### config.mk
export PLATFORM = sky130hd
export DESIGN_NAME = rm_pipe_core
export DESIGN_NICKNAME = d
export VERILOG_FILES = /design/src/rtl/rmcore_pkg.sv /design/src/rtl/rmcore_regfile.sv /design/src/rtl/rmcore_alu.sv /design/src/rtl/rmcore_hazard.sv /design/src/rtl/rm_pipe_core.sv
export SDC_FILE = /design/constraint.sdc
export NUM_CORES = 1
export LEC_CHECK = 0
export CELL_PAD_IN_SITES_DETAIL_PLACEMENT = 0
export CELL_PAD_IN_SITES_GLOBAL_PLACEMENT = 2
export CORE_MARGIN = 2
export CORE_UTILIZATION = 34
export CTS_CLUSTER_SIZE = 28
export DETAILED_ROUTE_END_ITERATION = 10
export GPL_ROUTABILITY_DRIVEN = 0
export GPL_TIMING_DRIVEN = 0
export PLACE_DENSITY = 0.66
export SLEW_MARGIN = 15
export SYNTH_ARGS = -nofsm -noshare
export SYNTH_HDL_FRONTEND = slang
export SYNTH_HIERARCHICAL = 1
export SYNTH_SLANG_ARGS = --single-unit
export TNS_END_PERCENT = 20
### constraint.sdc
create_clock -name clk -period 7.69 [get_ports clk]
set_input_delay 1.538 -clock clk [delete_from_list [all_inputs] [get_ports clk]]
set_output_delay 1.538 -clock clk [all_outputs]
set_load 0.01 [all_outputs]
### src/rtl/rmcore_pkg.sv
package rmcore_pkg;

  localparam int OPW = 4;

  typedef enum logic [OPW-1:0] {
    OP_NOP  = 4'd0,
    OP_ADD  = 4'd1,
    OP_SUB  = 4'd2,
    OP_AND  = 4'd3,
    OP_OR   = 4'd4,
    OP_ADDM = 4'd5,
    OP_SUBM = 4'd6,
    OP_ANDM = 4'd7,
    OP_ORM  = 4'd8,
    OP_LOAD = 4'd9,
    OP_STOR = 4'd10,
    OP_BEQ  = 4'd11
  } opcode_e;

  typedef enum logic [1:0] {FN_ADD, FN_SUB, FN_AND, FN_OR} alufn_e;

  typedef struct packed {
    logic   wen;     // writes rd at writeback
    logic   mem_wr;  // writes data memory
    logic   mem_op;  // second ALU operand comes from memory
    logic   branch;  // equality branch
    logic   use_a;   // reads rs1
    logic   use_b;   // reads rs2
    alufn_e fn;
  } ctl_t;

  function automatic ctl_t decode_op(input logic [OPW-1:0] op);
    ctl_t c;
    c = '0;
    c.fn = FN_ADD;
    case (op)
      OP_ADD, OP_SUB, OP_AND, OP_OR: begin
        c.wen = 1'b1; c.use_a = 1'b1; c.use_b = 1'b1;
        c.fn = alufn_e'(op - 4'd1);
      end
      OP_ADDM, OP_SUBM, OP_ANDM, OP_ORM: begin
        c.wen = 1'b1; c.mem_op = 1'b1; c.use_a = 1'b1; c.use_b = 1'b1;
        c.fn = alufn_e'(op - 4'd5);
      end
      OP_LOAD: begin
        c.wen = 1'b1; c.mem_op = 1'b1; c.use_b = 1'b1;
      end
      OP_STOR: begin
        c.mem_wr = 1'b1; c.use_a = 1'b1; c.use_b = 1'b1;
      end
      OP_BEQ: begin
        c.branch = 1'b1; c.use_a = 1'b1; c.use_b = 1'b1;
      end
      default: c = c;
    endcase
    return c;
  endfunction

endpackage

### src/rtl/rmcore_regfile.sv
module rmcore_regfile #(
  parameter int XLEN = 32,
  parameter int NREG = 16,
  localparam int RIDX = $clog2(NREG)
) (
  input  logic            clk,
  input  logic            we,
  input  logic [RIDX-1:0] waddr,
  input  logic [XLEN-1:0] wdata,
  input  logic [RIDX-1:0] raddr_a,
  input  logic [RIDX-1:0] raddr_b,
  output logic [XLEN-1:0] rdata_a,
  output logic [XLEN-1:0] rdata_b
);
  logic [XLEN-1:0] regs [NREG];
  logic            wr_ok;

  assign wr_ok = we && (waddr != '0);

  always_ff @(posedge clk) begin
    if (wr_ok) regs[waddr] <= wdata;
  end

  always_comb begin
    if (raddr_a == '0)                 rdata_a = '0;
    else if (wr_ok && waddr == raddr_a) rdata_a = wdata;
    else                                rdata_a = regs[raddr_a];
    if (raddr_b == '0)                 rdata_b = '0;
    else if (wr_ok && waddr == raddr_b) rdata_b = wdata;
    else                                rdata_b = regs[raddr_b];
  end
endmodule

### src/rtl/rmcore_alu.sv
module rmcore_alu
  import rmcore_pkg::*;
#(
  parameter int XLEN = 32
) (
  input  alufn_e          fn,
  input  logic [XLEN-1:0] a,
  input  logic [XLEN-1:0] b,
  output logic [XLEN-1:0] y
);
  always_comb begin
    case (fn)
      FN_ADD:  y = a + b;
      FN_SUB:  y = a - b;
      FN_AND:  y = a & b;
      default: y = a | b;
    endcase
  end
endmodule

### src/rtl/rmcore_hazard.sv
module rmcore_hazard #(
  parameter int RIDX  = 4,
  parameter int NBUSY = 3
) (
  input  logic                       chk_en,
  input  logic                       use_a,
  input  logic                       use_b,
  input  logic [RIDX-1:0]            src_a,
  input  logic [RIDX-1:0]            src_b,
  input  logic [NBUSY-1:0]           busy_v,
  input  logic [NBUSY-1:0][RIDX-1:0] busy_rd,
  output logic                       hold
);
  logic [NBUSY-1:0] hit;

  for (genvar g = 0; g < NBUSY; g++) begin : g_cmp
    assign hit[g] = busy_v[g] && (busy_rd[g] != '0) &&
                    ((use_a && busy_rd[g] == src_a) ||
                     (use_b && busy_rd[g] == src_b));
  end

  assign hold = chk_en && (|hit);
endmodule

### src/rtl/rm_pipe_core.sv
module rm_pipe_core
  import rmcore_pkg::*;
#(
  parameter int XLEN = 32,
  parameter int NREG = 16,
  parameter int OFFW = 16,
  parameter int IAW  = 16,
  parameter int DAW  = 16,
  localparam int RIDX = $clog2(NREG),
  localparam int IW   = OPW + 3 * RIDX + OFFW
) (
  input  logic            clk,
  input  logic            rst,
  output logic [IAW-1:0]  imem_addr,
  input  logic [IW-1:0]   imem_rdata,
  output logic [DAW-1:0]  dmem_addr,
  output logic            dmem_we,
  output logic [XLEN-1:0] dmem_wdata,
  input  logic [XLEN-1:0] dmem_rdata
);
  // fetch / decode
  logic [IAW-1:0]  pc_q, rf_pc;
  logic            rf_valid;
  logic [OPW-1:0]  f_op;
  logic [RIDX-1:0] f_rd, f_ra, f_rb;
  logic [OFFW-1:0] f_off;
  ctl_t            rf_ctl;
  logic [XLEN-1:0] rd_a, rd_b;
  logic            stall, haz, flush;

  // address ALU stage
  logic            a1_valid;
  ctl_t            a1_ctl;
  logic [RIDX-1:0] a1_rd;
  logic [XLEN-1:0] a1_a, a1_b, a1_imm;
  logic [IAW-1:0]  a1_pc;

  // memory stage
  logic            m_valid;
  ctl_t            m_ctl;
  logic [RIDX-1:0] m_rd;
  logic [XLEN-1:0] m_a, m_b;
  logic [DAW-1:0]  m_ea;
  logic [IAW-1:0]  m_tgt;

  // operation ALU stage
  logic            x_valid;
  ctl_t            x_ctl;
  logic [RIDX-1:0] x_rd;
  logic [XLEN-1:0] x_a, x_b, x_opa, x_opb, x_res;
  logic [IAW-1:0]  x_tgt;

  // writeback
  logic            w_we;
  logic [RIDX-1:0] w_rd;
  logic [XLEN-1:0] w_res;

  assign f_op   = imem_rdata[IW-1 -: OPW];
  assign f_rd   = imem_rdata[OFFW+3*RIDX-1 -: RIDX];
  assign f_ra   = imem_rdata[OFFW+2*RIDX-1 -: RIDX];
  assign f_rb   = imem_rdata[OFFW+RIDX-1 -: RIDX];
  assign f_off  = imem_rdata[OFFW-1:0];
  assign rf_ctl = decode_op(f_op);

  rmcore_regfile #(.XLEN(XLEN), .NREG(NREG)) u_rf (
    .clk(clk), .we(w_we), .waddr(w_rd), .wdata(w_res),
    .raddr_a(f_ra), .raddr_b(f_rb), .rdata_a(rd_a), .rdata_b(rd_b)
  );

  rmcore_hazard #(.RIDX(RIDX), .NBUSY(3)) u_haz (
    .chk_en(rf_valid), .use_a(rf_ctl.use_a), .use_b(rf_ctl.use_b),
    .src_a(f_ra), .src_b(f_rb),
    .busy_v({x_valid && x_ctl.wen, m_valid && m_ctl.wen, a1_valid && a1_ctl.wen}),
    .busy_rd({x_rd, m_rd, a1_rd}),
    .hold(haz)
  );

  assign x_opa = x_ctl.use_a ? x_a : '0;
  assign x_opb = x_ctl.mem_op ? dmem_rdata : (x_ctl.use_b ? x_b : '0);

  rmcore_alu #(.XLEN(XLEN)) u_alu2 (
    .fn(x_ctl.fn), .a(x_opa), .b(x_opb), .y(x_res)
  );

  assign flush = x_valid && x_ctl.branch && (x_a == x_b);
  assign stall = haz && !flush;

  assign imem_addr  = stall ? rf_pc : pc_q;
  assign dmem_addr  = m_ea;
  assign dmem_wdata = m_a;
  assign dmem_we    = m_valid && m_ctl.mem_wr && !flush;

  // valid bits and program counter
  always_ff @(posedge clk) begin
    if (rst) begin
      pc_q     <= '0;
      rf_valid <= 1'b0;
      a1_valid <= 1'b0;
      m_valid  <= 1'b0;
      x_valid  <= 1'b0;
      w_we     <= 1'b0;
    end else begin
      x_valid <= m_valid && !flush;
      w_we    <= x_valid && x_ctl.wen;
      if (flush) begin
        pc_q     <= x_tgt;
        rf_valid <= 1'b0;
        a1_valid <= 1'b0;
        m_valid  <= 1'b0;
      end else begin
        m_valid <= a1_valid;
        if (stall) begin
          a1_valid <= 1'b0;
        end else begin
          pc_q     <= pc_q + IAW'(1);
          rf_valid <= 1'b1;
          a1_valid <= rf_valid;
        end
      end
    end
  end

  // pipeline data, no reset needed
  always_ff @(posedge clk) begin
    if (!stall) rf_pc <= pc_q;
    a1_ctl <= rf_ctl;
    a1_rd  <= f_rd;
    a1_a   <= rd_a;
    a1_b   <= rd_b;
    a1_imm <= {{(XLEN-OFFW){f_off[OFFW-1]}}, f_off};
    a1_pc  <= rf_pc;
    m_ctl  <= a1_ctl;
    m_rd   <= a1_rd;
    m_a    <= a1_a;
    m_b    <= a1_b;
    m_ea   <= DAW'(a1_b + a1_imm);
    m_tgt  <= a1_pc + IAW'(a1_imm);
    x_ctl  <= m_ctl;
    x_rd   <= m_rd;
    x_a    <= m_a;
    x_b    <= m_b;
    x_tgt  <= m_tgt;
    w_rd   <= x_rd;
    w_res  <= x_res;
  end
endmodule

==> flow_metrics.py <==
metrics = {
    "status": {
        "status": "finished clean",
    },
    "final_layout": {
        "syn_to_final_growth_pct": 19.6,
        "final_cell_area_um2": 45800,
        "nets": 2968,
        "final_util_pct": 40.9,
        "drive_above_1_share_pct": 19.4,
    },
    "setup_path": {
        "endpoint_kind": "output port",
        "crit_fanout": 10,
        "setup.worst_path.class": "in2out",
        "required_ns": 6.15,
        "crit_arrival_ns": 5.81,
        "cp-start-kind": "primary input",
    },
    "drt": {
        "postRouteAntennaNets": 0,
        "drt_first_pass_iters": 6,
        "routed_via_density": 5.45,
        "drc": 0,
        "routed_wl_um": 125000,
        "drt_iter0_markers": 2577,
        "via_count": 24028,
        "wl_per_cell_um": 28.2,
    },
    "sta": {
        "max_freq_mhz": 136,
        "finalSetupViolCount": 0,
        "fin_skew_ns": 0.0362,
        "slew_viol_final": 0,
        "min_period_ns": 7.34,
        "rsz0062_at_grt": "false",
        "finalHoldViolCount": 0,
        "fin_crit_sh_pct": 95.5,
        "worstMarginPinSlew_ns": 1.26,
        "tns_ns": 0,
        "worst_slack_ns": 0.346,
        "slew-limit-headroom_pct": 16.1,
    },
    "die": {
        "die_h_um": 340,
        "die_x_um": 340,
        "core_area_um2": 112000,
        "io_pins": 131,
        "start_util_pct": 34.2,
        "die-area_um2": 115000,
        "row_count": 123,
    },
    "power_and_ir_drop": {
        "switching_share_pct": 27.4,
        "ir_drop_mv": 0.176,
        "p_leak_uw": 0.0165,
        "seq_power_share_pct": 49.5,
        "p_total_uw": 12700,
        "internal_power_uw": 9230,
        "clkPwrFrac_pct": 37.8,
        "power.density_nw_per_um2": 278,
        "power.switching_uw": 3480,
        "comb_power_share_pct": 12.7,
    },
    "yosys": {
        "synth_edf_count": 512,
        "synth_top_cells_by_count": "512 x edfxtp_1, 380 x dfxtp_1, 256 x mux4_2",
        "synth-adder-area-share_pct": 3.09,
        "synthCells": 2534,
        "synth_xor_area_share_pct": 3.68,
        "synth-main-ff-cell": "edfxtp_1",
        "ys_seq_elements": 892,
        "synth_top_area_share_pct": 40.2,
        "yosysTopAreaCell": "edfxtp_1",
        "synth_top_family_by_area": "multiplexers",
        "async_reset_ff_share_pct": 0,
        "synth-compound-area-share_pct": 7.12,
        "synthMostInstantiatedCell": "edfxtp_1",
        "syn_avg_cell_area_um2": 15.1,
        "ys_seq_area_share_pct": 60.0,
        "synth.cell_area_um2": 38300,
        "synthSimpleGateAreaFrac_pct": 5.47,
        "synth_mux_area_share_pct": 18.5,
        "synth.area.top_cells": "edfxtp_1 40%, dfxtp_1 20%, mux4_2 15%",
        "ys_types": 87,
        "yosysWarnings": 6,
    },
    "clock_tree": {
        "clk_transition_reported_paths_ns": 0.06,
        "cts_htree_levels": 3,
        "cts-resized-gates": 0,
        "hold_buffers": 0,
        "clock_path_buffers": 3,
        "numCtsBuffers": 94,
        "cts-root-buf": "clkbuf_16",
        "clkLatencyLatePin_ns": 0.68,
        "cts_tree": "built",
        "clock-sinks": 892,
        "post_cts_buffers": 0,
    },
    "global_route": {
        "grt_pass1_vias": 24425,
        "grt_max_degree": 19,
        "grt_pass1_wl_um": 177000,
        "grt_overflow": 0,
        "grt_usage_pct": 21.3,
        "antenna_found_initial": 3,
    },
    "place": {
        "hpwl_um": 90600,
        "place_area_um2": 42500,
        "place_ws_ns": 0.328,
        "numPortBuffers": 129,
    },
    "hold_path": {
        "hold_class": "reg2reg",
    },
    "flow_run": {
        "maxCapViolations": 0,
    },
}
[flip-flops by register name, summed over array words and instances, names as in the netlist, 4 cells and up]
name        flops
rf_pc          16
m_tgt          16
m_rd            4
m_ctl           8
pc_q           16
x_tgt          16
w_rd            4
dmem_wdata     32
a1_b           32
u_rf/regs     512
x_ctl           7
x_rd            4
a1_a           32
a1_ctl          8
m_b            32
w_res          32
dmem_addr      16
x_a            32
a1_pc          16
a1_rd           4
x_b            32
a1_imm         16
[metrics by stage]
stage	instances	hold slack, ns
CTS	4409	0.316
global placement	4194	0.312
detailed placement	4234	0.312
finish	4412	0.311
global route	4410	0.319
floorplan	2565	0.310
[power groups by stage]
stage	sequential, uW	clock, uW	combinational [uW]
after CTS	6280	4920	1610
after floorplan	6090	0	990
after global placement	6340	0	1600
final	6290	4800	1620
after global routing	6350	5110	1740
after detailed placement	6380	0	1600
[kinds of logic (layout without fill, tap and decap cells)]
group	after synthesis	in the layout
muxes	387	387
DFF	892	892
xor gates and xnor gates	161	161
buffers and inverters	161	505
other	1	35
adders and majority gates	98	98
and+or+nand+nor	434	434
AOI/OAI and AO/OA	400	400
[cell type report]
class                   count  area [um^2]
diodes                      3         7.51
plain buffers             136          697
clock buffers             118         2650
clock inverters            57          674
fillers                 10361        66300
inverters                  25         93.8
multi-input cells        1512        14700
flip-flops and latches    892        23000
well taps                1500         1880
repair buffers            169         2060
[layer usage]
layer	part of all wire [%]	GRT usage [%]	wire length [um]
met2	48	35.2	59900
met4	2.1	5.29	2560
met3	7.7	3.88	9550
met5	0	0	0
met1	42	29.1	52600
[placed cells by master (no fill, tap or decap), drive strengths merged, types with 6 or more instances in the layout]
cell,count
nor4,15
clkdlybuf4s50,129
dfxtp,380
xnor2,73
mux4,256
o21bai,6
buf,116
ha,69
mux2i,112
o21ai,91
inv,31
bufinv,11
a21o,19
clkbuf,178
nand3,21
a21oi,77
o21a,13
o41ai,7
a22oi,64
edfxtp,512
o31ai,7
a31oi,15
maj3,26
nand2b,12
nor2,86
and2,45
nor3,25
a22o,64
nand4,12
mux2,19
xor2,88
nand2,175
nor2b,11
clkinv,36
conb,32
and3,6
[worst max-delay path: stages]
cell and delay [ns]:
clkdlybuf4s50_1 0.54, inv_1 0.09, ha_1 0.21, nor3_1 0.24, a21oi_1 0.10, a21oi_1 0.32, nand3_1 0.37, nand2_1 0.15
nor4_1 0.06, o21a_1 0.21, o31a_2 0.38, clkbuf_1 0.21, nand2b_1 0.12, buf_4 0.18, buf_6 0.18, mux2_1 0.39
clkdlybuf4s50_1 0.50
[path summary, 6_finish.rpt]
kind,start,to,slack [ns],cells after the start
min reg2reg,a1_b[29],m_b[29],0.31,0
min,a1_b[29],m_b[29],0.31,0
max reg2reg,x_ctl[5],w_res[30],1.89,17
max,imem_rdata[28],imem_addr[6],0.35,17
No activity file was read; power rests on OpenSTA's default activity.
